[config.mk]
export PLATFORM = sky130hd
export DESIGN_NAME = rst_supervisor
export DESIGN_NICKNAME = d
export VERILOG_FILES = /design/src/rtl/rst_supervisor.sv
export SDC_FILE = /design/constraint.sdc
export NUM_CORES = 1
export LEC_CHECK = 0
export ABC_AREA = 1
export ABC_CLOCK_PERIOD_IN_PS = 2000
export BUFFER_PORTS_ARGS = -buffer_cell sky130_fd_sc_hd__buf_2
export CAP_MARGIN = 20
export CORE_AREA = 2 2 73 127
export CTS_BUF_LIST = sky130_fd_sc_hd__clkbuf_8
export DETAILED_ROUTE_END_ITERATION = 12
export DIE_AREA = 0 0 75 129
export SLEW_MARGIN = 20
export SYNTH_ARGS = -nofsm -noshare
export SYNTH_HDL_FRONTEND = slang
export SYNTH_SLANG_ARGS = --single-unit
[constraint.sdc]
create_clock -name clk -period 2 [get_ports clk]
set_input_delay 0.1 -clock clk [delete_from_list [all_inputs] [get_ports clk]]
set_output_delay 0.1 -clock clk [all_outputs]
set_load 0.02 [all_outputs]
[src/rtl/rst_supervisor.sv]
module rst_supervisor #(
  parameter int TIMEOUT_CYC = 50_000_000,
  parameter int WDOG_CYC    = 400_000_000,
  parameter int GLITCH_CYC  = 25
) (
  input  logic clk,
  input  logic rst_n,
  input  logic supply_ok,
  input  logic sda_in,
  input  logic rst_hi_pad,
  input  logic rst_lo_n_pad,
  output logic rst_hi_o,
  output logic rst_lo_n_o,
  output logic mem_disable
);

  localparam int TW = $clog2(TIMEOUT_CYC + 1);
  localparam int WW = $clog2(WDOG_CYC + 1);
  localparam int GW = $clog2(GLITCH_CYC + 1);
  localparam logic [TW-1:0] T_LAST = TW'(TIMEOUT_CYC - 1);
  localparam logic [WW-1:0] W_LAST = WW'(WDOG_CYC - 1);
  localparam logic [GW-1:0] G_LAST = GW'(GLITCH_CYC - 1);

  logic [2:0] sda_q, hi_q, lo_q, drv_hist;
  logic [GW-1:0] gcnt;
  logic [TW-1:0] tcnt;
  logic [WW-1:0] wcnt;
  logic sup_f, rst_act;
  logic sda_edge, hi_rise, lo_fall, mask, man_req, wd_to;

  // two-flop synchronisers plus an edge-detect stage
  always_ff @(posedge clk or negedge rst_n) begin
    if (!rst_n) begin
      sda_q    <= 3'b111;
      hi_q     <= 3'b000;
      lo_q     <= 3'b111;
      drv_hist <= 3'b111;
    end else begin
      sda_q    <= {sda_q[1:0], sda_in};
      hi_q     <= {hi_q[1:0], rst_hi_pad};
      lo_q     <= {lo_q[1:0], rst_lo_n_pad};
      drv_hist <= {drv_hist[1:0], rst_act};
    end
  end

  assign sda_edge    = sda_q[1] ^ sda_q[2];
  assign hi_rise     = hi_q[1] & ~hi_q[2];
  assign lo_fall     = ~lo_q[1] & lo_q[2];
  assign mask        = rst_act | (|drv_hist);
  assign man_req     = ~mask & (hi_rise | lo_fall);
  assign mem_disable = hi_q[1] | ~lo_q[1];

  // supply glitch filter: a new level must persist GLITCH_CYC cycles
  always_ff @(posedge clk or negedge rst_n) begin
    if (!rst_n) begin
      sup_f <= 1'b0;
      gcnt  <= '0;
    end else if (supply_ok == sup_f) begin
      gcnt <= '0;
    end else if (gcnt == G_LAST) begin
      sup_f <= supply_ok;
      gcnt  <= '0;
    end else begin
      gcnt <= gcnt + 1'b1;
    end
  end

  // watchdog
  assign wd_to = ~rst_act & ~sda_edge & (wcnt == W_LAST);

  always_ff @(posedge clk or negedge rst_n) begin
    if (!rst_n)                         wcnt <= '0;
    else if (rst_act | sda_edge | wd_to) wcnt <= '0;
    else                                 wcnt <= wcnt + 1'b1;
  end

  // reset state and timeout
  always_ff @(posedge clk or negedge rst_n) begin
    if (!rst_n) begin
      rst_act <= 1'b1;
      tcnt    <= '0;
    end else if (!sup_f || man_req || wd_to) begin
      rst_act <= 1'b1;
      tcnt    <= '0;
    end else if (rst_act) begin
      if (tcnt == T_LAST) begin
        rst_act <= 1'b0;
        tcnt    <= '0;
      end else begin
        tcnt <= tcnt + 1'b1;
      end
    end
  end

  assign rst_hi_o   = rst_act;
  assign rst_lo_n_o = ~rst_act;

  p_supply_low_r1: assert property (@(posedge clk) disable iff (!rst_n)
    !sup_f |=> (rst_hi_o && !rst_lo_n_o));

  p_release_timeout_r2: assert property (@(posedge clk) disable iff (!rst_n)
    $fell(rst_hi_o) |-> ($past(tcnt) == T_LAST && sup_f));

  p_glitch_filter_r4: assert property (@(posedge clk) disable iff (!rst_n)
    !$stable(sup_f) |-> (sup_f == $past(supply_ok)));

  p_manual_start_r5: assert property (@(posedge clk) disable iff (!rst_n)
    man_req |=> (rst_hi_o && tcnt == '0));

  p_wdog_fire_r8: assert property (@(posedge clk) disable iff (!rst_n)
    wd_to |=> (rst_hi_o && !rst_lo_n_o));

  p_wdog_held_r10: assert property (@(posedge clk) disable iff (!rst_n)
    rst_hi_o |=> (wcnt == '0));

  p_no_self_trigger_r12: assert property (@(posedge clk) disable iff (!rst_n)
    $rose(rst_hi_o) |=> !man_req);

endmodule

After elaboration in Yosys (flattened, before gate mapping) --
Index checks and enable logic that the tools add are counted.
Cells by class: bitwise operators 17, equality and inequality tests 4, add/sub/neg operators 3, mux-type cells 9, reductions and logical operators 6
Operators by type and width (count):
- $mux 26 | 3
- $add 29x1->29 const B | 1
- $eq 29x29->1 const B | 1
- $mux 29 | 1
- $add 26x1->26 const B | 1
- $eq 26x26->1 const B | 1
- $mux 5 | 2
- $not 1->1 | 6
- $add 5x1->5 const B | 1
- $and 1x1->1 | 5
- $eq 5x5->1 const B | 1
- $or 1x1->1 | 5
- $mux 1 | 3
- $reduce_or 3->1 | 1
- $logic_or 1x1->1 | 2
- $reduce_and 2->1 | 1
- $reduce_bool 2->1 | 1
- $eq 1x1->1 | 1
- $logic_not 1->1 | 1
- $xor 1x1->1 | 1
Storage, ports and cells: register bits 74, output and inout bits 3, logic and storage cells 48

Logic depth before layout (Yosys ltp) --
Gate-level depths: netlist (run 1).
depth after elaboration 7, gate-level depth with buffers 11, depth with buffers taken out 11

Worst setup path after synthesis (run 1) --
Ideal clock, no wire load.
path kind reg-to-reg, start point reg rst_act (netlist: rst_hi_o), end point reg tcnt[24], clock period less this slack 1.631 ns, arrival time 1.563 ns, cell stages (with the launch flop) 11, setup time 0.067 ns, path slack 0.369 ns, buffers on the path 2, cell sequence dfstp_2 > buf_4 > inv_2 > nand2_1 > nor3_2 > a21boi_4 > nand2_4 > nor2_4 > buf_6 > nand2_1 > nand2_1
Between the ends: word-level cells in the longest chain between the ends 6
Ends and longest elaborated chain:
- start: declaration | RTL line 28 | logic sup_f, rst_act;
- start signal: assignment | RTL line 80 | rst_act <= 1'b1;
- start signal: assignment | RTL line 83 | rst_act <= 1'b1;
- start signal: assignment | RTL line 87 | rst_act <= 1'b0;
- $or 1x1->1 | RTL line 49 | assign mask = rst_act | (|drv_hist);
- $not 1->1 | RTL line 50 | assign man_req = ~mask & (hi_rise | lo_fall);
- $and 1x1->1 | RTL line 50
- $logic_or 1x1->1 (2 in a row) | RTL line 82 | end else if (!sup_f || man_req || wd_to) begin
- $mux 26 / $reduce_bool 2->1 (equally long branches)
- end signal: assignment | RTL line 90 | tcnt <= tcnt + 1'b1;
- end: declaration | RTL line 26 | logic [TW-1:0] tcnt;
Parallel ways exist; a longest one is shown, timed or not. A chain may end at the register's enable or synchronous reset.

Worst setup path in the final report (run 1) --
start point reg wcnt[0], end point reg tcnt[21]
Between the ends: word-level cells in the longest chain between the ends 4
Ends and longest elaborated chain:
- start: declaration | RTL line 27 | logic [WW-1:0] wcnt;
- start signal: assignment | RTL line 74 | else wcnt <= wcnt + 1'b1;
- $eq 29x29->1 * | RTL line 69 | assign wd_to = ~rst_act & ~sda_edge & (wcnt == W_LAST);
- $and 1x1->1 * | RTL line 69
- $logic_or 1x1->1 * | RTL line 82
- $mux 26 / $reduce_bool 2->1 (equally long branches)
Mark *: on every way between the ends. The rest lies on a longest branch, timed or not.

==> flow_metrics.tcl, run 1 <==
set metrics [dict create \
    status "finished, final reports clean" \
    dp.cells 694 \
    synth_edf_count 0 \
    cp.arrival_ps 2150 \
    setup_tns_ps 0 \
    drc 0 \
    regArea_sq_um 1864 \
    multi_input_area_sq_um 2056 \
    cp_slowest_cell "dfrtp_1" \
    power.density_nw_per_um2 614.6 \
    critPathLaunch "wcnt[0]$_DFF_PN0_" \
    regToRegStartpoint "wcnt[0]$_DFF_PN0_" \
    numCtsBuffers 9 \
    synth.avg_cell_area_sq_um 7.376 \
    hp-class "in -> async" \
    antenna_cells 0 \
    maxCapViolations 0 \
    grt_max_degree 33 \
    io_pins 9 \
    place.gp.congestion 0.9436 \
    max_stage_delay_ps 430 \
    min_period_over_period_pct 92.50 \
    synth_cell_types 34 \
    row_count 45 \
    critPathMaxFanout 10 \
    finish.utilization_pct 54.39 \
    coreArea_sq_um 8615 \
    yosysTopAreaCell "dfrtp_1" \
    synth_seq_cells 74 \
    port_buffers 8 \
    p_total_mw 2.880 \
    rrSetupSlack_ps 150 \
    grt_pass1_vias 3715 \
    worst-r2r-cell-count 10 \
    die_w_microns 75 \
    overflow 0 \
    fp.dieArea_sq_um 9675 \
    setup_viol 0 \
    ir_drop_mv 0.4938 \
    min_period_ps 1850 \
    num_vias 3638 \
    antenna_found_initial 0 \
    clock.fmax_mhz 540.5 \
    critPathRequiredTime_ps 2300 \
    crit_chain "ha_1, nand2_1, nor2_1, nand2_2, nor2_4, nand3_4, nand2_4, nor2_2, nand2_1, nand2_1" \
    ant_nets 0 \
    cts_root_buf "clkbuf_8" \
    fin_nets 605 \
    cp-start-kind "flip-flop" \
    slew_headroom_pct 62.40 \
    start_util_pct 48.89 \
    synth_top_cell_area_share_pct 38.03 \
    post_cts_buffers 0 \
    worstSkewPairLatency_ps 360 \
    rsz0062_at_grt "false" \
    drt_iter0_markers 183 \
    worst_pin_slew_ps 559.8 \
    fp.dieH_microns 129 \
    reg2reg_to "tcnt[21]$_DFFE_PN0P_" \
    leakage_nw 2.059 \
    synthCells 571 \
    place_hpwl_mm 7.517 \
    clock_skew_ps 10.33 \
    drt-pass1-iter-count 4 \
    totalWireLength_mm 10.23 \
    worst-setup-path-type "reg -> reg" \
    netlist_top_cells_area "dfrtp_1 38%, nand2_1 16%, nor2_1 9.2%" \
    synth_nets 582 \
    final_hold_viol_count 0 \
    grt_pass1_wl_mm 17.06 \
    slew_viol_final 0 \
    yosys_warnings 0 \
    cts_tree "built" \
    synthArstFlopShare_pct 100.0 \
    drive_gt1_share_pct 9.683 \
    clock_path_buffers 2 \
    crit_top_cell "nand2_1" \
    seq_area_frac_synth_pct 44.27 \
    syn-cell-area_sq_um 4212 \
    final_cells 716 \
    area_growth_pct 11.26 \
    track_usage_pct 23.59 \
    fillerInstances 854 \
    clock_sinks 74 \
    htreeDepth 3 \
    cp-endpoint "tcnt[21]$_DFFE_PN0P_" \
    path_clk_slew_ps 80 \
    synth_ff_type "dfrtp_1" \
    avgViaCountPerCell 5.081 \
    avgRoutedWirePerCell_microns 14.29 \
    end_kind "flip-flop" \
]
timing repair:
action,4_1_cts,5_1_grt
hold buffers,5,0
endpoints found under the setup margin,0,6
endpoints found under the hold margin,30,0
resized for setup,0,1
where the power goes:
part	internal (mW)	switching, mW	leakage (nW)
registers	1.53	0.0193	0.985
clock network	0.638	0.569	0.103
logic	0.0451	0.0833	0.971
total	2.21	0.672	2.06
worst max-delay path, delay by kind of cell, from the launching register on:
family	cells	cell delay, ps
DFF	1	430
and+or+nand+nor	9	1130
adders and majority gates	1	250
flip-flops by register name, summed over array words and instances (netlist names):
register and cells:
wcnt 29, tcnt 26, gcnt 5, drv_hist 3
hi_q 3, lo_q 3, sda_q 3, rst_hi_o 1
sup_f 1
routing by layer:
metal / share of wire, % / global-route usage [%]
met5: 0 / 0
met4: 4.9 / 14.71
met3: 1.5 / 3.602
met2: 55 / 42.67
met1: 38 / 24.23
layout by cell type, fill, tap and decap left out, types with 3 or more instances in the layout:
cell and instances:
a21oi_1 6, nor2_2 5, dfstp_2 10, nor3b_1 3, nor2_1 102, o21ai_0 6, clkbuf_8 11, dlygate4sd3_1 5
nand3_1 26, nand4_1 30, nand2_1 180, xnor2_1 8, buf_4 8, nor2_4 3, inv_1 61, nor3_1 17
dfrtp_1 64, xor2_1 21, buf_2 7, ha_1 5
cell usage after synthesis, types with 2 or more instances:
cell,number
a21oi_1,6
a31oi_1,2
buf_2,3
buf_4,3
buf_6,2
clkbuf_1,2
dfrtp_1,64
dfstp_2,10
ha_1,5
inv_1,60
nand2_1,180
nand2_2,2
nand3_1,26
nand4_1,30
nor2_1,103
nor2_2,3
nor2_4,3
nor3_1,17
nor3b_1,3
o21ai_0,6
xnor2_1,8
xor2_1,21
worst min path at each step:
stage | slack (ps) | depth (start not counted) | from | end
6_report | 220 | 2 | rst_n | tcnt[23]$_DFFE_PN0P_
3_3_place_gp | 80 | 1 | rst_n | tcnt[10]$_DFFE_PN0P_
4_1_cts | 230 | 2 | rst_n | tcnt[7]$_DFFE_PN0P_
5_1_grt | 250 | 2 | rst_n | tcnt[7]$_DFFE_PN0P_
2_1_floorplan | -200 | 0 | rst_n | gcnt[0]$_DFF_PN0_
3_5_place_dp | 80 | 1 | rst_n | tcnt[10]$_DFFE_PN0P_
stage by stage:
stage | hold slack [ps] | cell area [sq um] | worst slack, ps
global route | 253.3 | 4686 | 4.218
floorplan | -195.6 | 4212 | 369.5
CTS | 227.9 | 4677 | 160.5
global placement | 79.53 | 4422 | 220.4
finish | 223.7 | 4686 | 149.9
detailed placement | 80.55 | 4422 | 173.8
logic make-up (layout without fill, tap and decap cells):
logic type / Yosys count / after routing / synth area share [%]
xor+xnor: 29 / 29 / 6.031
compound gates: 19 / 19 / 2.852
fa+ha+maj: 5 / 5 / 1.485
buf+inv: 72 / 99 / 7.130
simple gates: 371 / 372 / 37.97
flops: 74 / 74 / 44.27
mux: 1 / 1 / 0.2674
cell type report:
type	instances	share of cell area, %
multi-input cells	426	43.87
clock buffers	11	3.231
repair buffers	22	3.952
well taps	117	3.124
inverters	61	4.887
flip-flops and latches	74	39.79
clock inverters	5	1.148
Note: power is estimated with default switching activity, not from simulation.
==> run 2, diff against run 1 <==
==> constraint.sdc (replaced) <==
create_clock -name clk -period 2 [get_ports clk]
set_input_delay 0.3 -clock clk [delete_from_list [all_inputs] [get_ports clk]]
set_output_delay 0.3 -clock clk [all_outputs]
set_load 0.02 [all_outputs]
==> flow_metrics.tcl, run 2 (synthesis results as in run 1) <==
set metrics [dict create \
    status "finished, final reports clean" \
    p_clk_share_pct 43.6 \
    fin_nets 600 \
    crit_chain "inv_2, buf_4, buf_2" \
    ir_drop_mv 0.4754 \
    critPathRequiredTime_ps 1700 \
    power.combinational.fraction_pct 4.1 \
    hp-class "in -> reg" \
    overflow 0 \
    grt_pass1_vias 3689 \
    start_util_pct 48.89 \
    place_hpwl_mm 7.361 \
    path_clk_slew_ps 80 \
    drt-pass1-iter-count 5 \
    area_growth_pct 10.55 \
    rrSetupSlack_ps 240 \
    fillerInstances 858 \
    final_cells 711 \
    cp-start-kind "flip-flop" \
    avgRoutedWirePerCell_microns 14.30 \
    largest_register_ffs 29 \
    layout_commonest_cell "nand2_1" \
    clock.fmax_mhz 561.8 \
    finish.utilization_pct 54.05 \
    multi_input_area_sq_um 2061 \
    slew_headroom_pct 59.79 \
    place.gp.congestion 0.9247 \
    layout_common_cells "180 x nand2_1, 102 x nor2_1, 64 x dfrtp_1" \
    setup_viol 0 \
    cts_tree "built" \
    final_hold_viol_count 0 \
    drive_gt1_share_pct 9.596 \
    end_kind "output port" \
    worst-setup-path-type "reg -> out" \
    netSwitchingPower_mw 0.6880 \
    port_buffers 8 \
    drt_iter0_markers 258 \
    setup_tns_ps 0 \
    coreArea_sq_um 8615 \
    leakage_nw 2.047 \
    worst_pin_slew_ps 603.2 \
    fp.dieArea_sq_um 9675 \
    ant_nets 0 \
    clock_sinks 74 \
    track_usage_pct 23.42 \
    totalWireLength_mm 10.17 \
    grt_max_degree 48 \
    io_pins 9 \
    fp.dieH_microns 129 \
    top_register "wcnt" \
    maxCapViolations 0 \
    slew_viol_final 0 \
    intPower_mw 2.267 \
    top_regs "wcnt: 29 flops, tcnt: 26 flops, gcnt: 5 flops" \
    antenna_found_initial 0 \
    grt_pass1_wl_mm 17.09 \
    numCtsBuffers 9 \
    antenna_cells 0 \
    max_stage_delay_ps 650 \
    cp_slowest_cell "dfstp_2" \
    avgViaCountPerCell 5.197 \
    worst-path-buf-inv 3 \
    cp.arrival_ps 1480 \
    drc 0 \
    rsz0062_at_grt "false" \
    row_count 45 \
    swShare_pct 23.28 \
    dp.cells 693 \
    num_vias 3695 \
    p_total_mw 2.955 \
    crit_family "flip-flops" \
    clock_path_buffers 2 \
    min_period_ps 1780 \
    power.density_nw_per_um2 634.7 \
    p_seq_share_pct 52.3 \
    die_w_microns 75 \
    critPathMaxFanout 23 \
    regArea_sq_um 1864 \
    clock_skew_ps 10.98 \
    worstSkewPairLatency_ps 360 \
    cts_root_buf "clkbuf_8" \
    htreeDepth 3 \
    min_period_over_period_pct 89.00 \
]
[run 2: stage by stage]
stage / setup WS (ps) / area [sq um] / hold WS (ps)
after detailed placement: 161.5 / 4414 / 350.5
after CTS: 149.1 / 4642 / 15.57
after floorplan: 369.5 / 4212 / 4.409
final: 220.0 / 4656 / 39.03
after global placement: 217.6 / 4414 / 335.3
after global routing: 19.69 / 4656 / 13.48
[run 2: layer usage]
layer / wire [microns] / vias to the layer above / track usage (%)
li1: - / 1838 / -
met1: 3791 / 1751 / 24.84
met2: 5575 / 72 / 41.74
met3: 305 / 34 / 5.247
met4: 494 / 0 / 11.97
met5: 0 / - / 0
[run 2: final timing paths]
| kind | endpoint | cells after the start | from |
|---|---|---|---|
| worst max-delay path | rst_lo_n_o | 3 | rst_hi_o$_DFF_PN1_ |
| worst min-delay path | sda_q[0]$_DFF_PN1_ | 1 | sda_in |
| worst max register to register | wcnt[26]$_DFF_PN0_ | 9 | wcnt[0]$_DFF_PN0_ |
| worst min register to register | lo_q[1]$_DFF_PN1_ | 0 | lo_q[0]$_DFF_PN1_ |
| max in group asynchronous | wcnt[9]$_DFF_PN0_ | 3 | rst_n |
| min in group asynchronous | tcnt[11]$_DFFE_PN0P_ | 2 | rst_n |
[run 2: cell type report]
type / count / share of cell area (%)
flip-flops and latches: 74 / 40.04
inverters: 61 / 4.918
well taps: 117 / 3.144
multi-input cells: 426 / 44.26
clock inverters: 7 / 2.016
clock buffers: 9 / 2.661
repair buffers: 17 / 2.956
[run 2: power groups by stage]
stage          combinational [mW]  clock, mW  sequential [mW]
5_1_grt                     0.142       1.41             1.55
3_3_place_gp                0.116          0             1.57
4_1_cts                     0.122       1.34             1.54
6_report                    0.121       1.29             1.54
3_5_place_dp                0.120          0             1.57
2_1_floorplan              0.0655          0             1.57
[run 2: timing repair]
| item | in CTS | in global routing |
|---|---|---|
| hold endpoints to repair | 36 | 0 |
| hold buffers | 1 | 0 |
| buffers inserted | 0 | 0 |
| resized for setup | 0 | 2 |
| endpoints found under the setup margin | 0 | 18 |
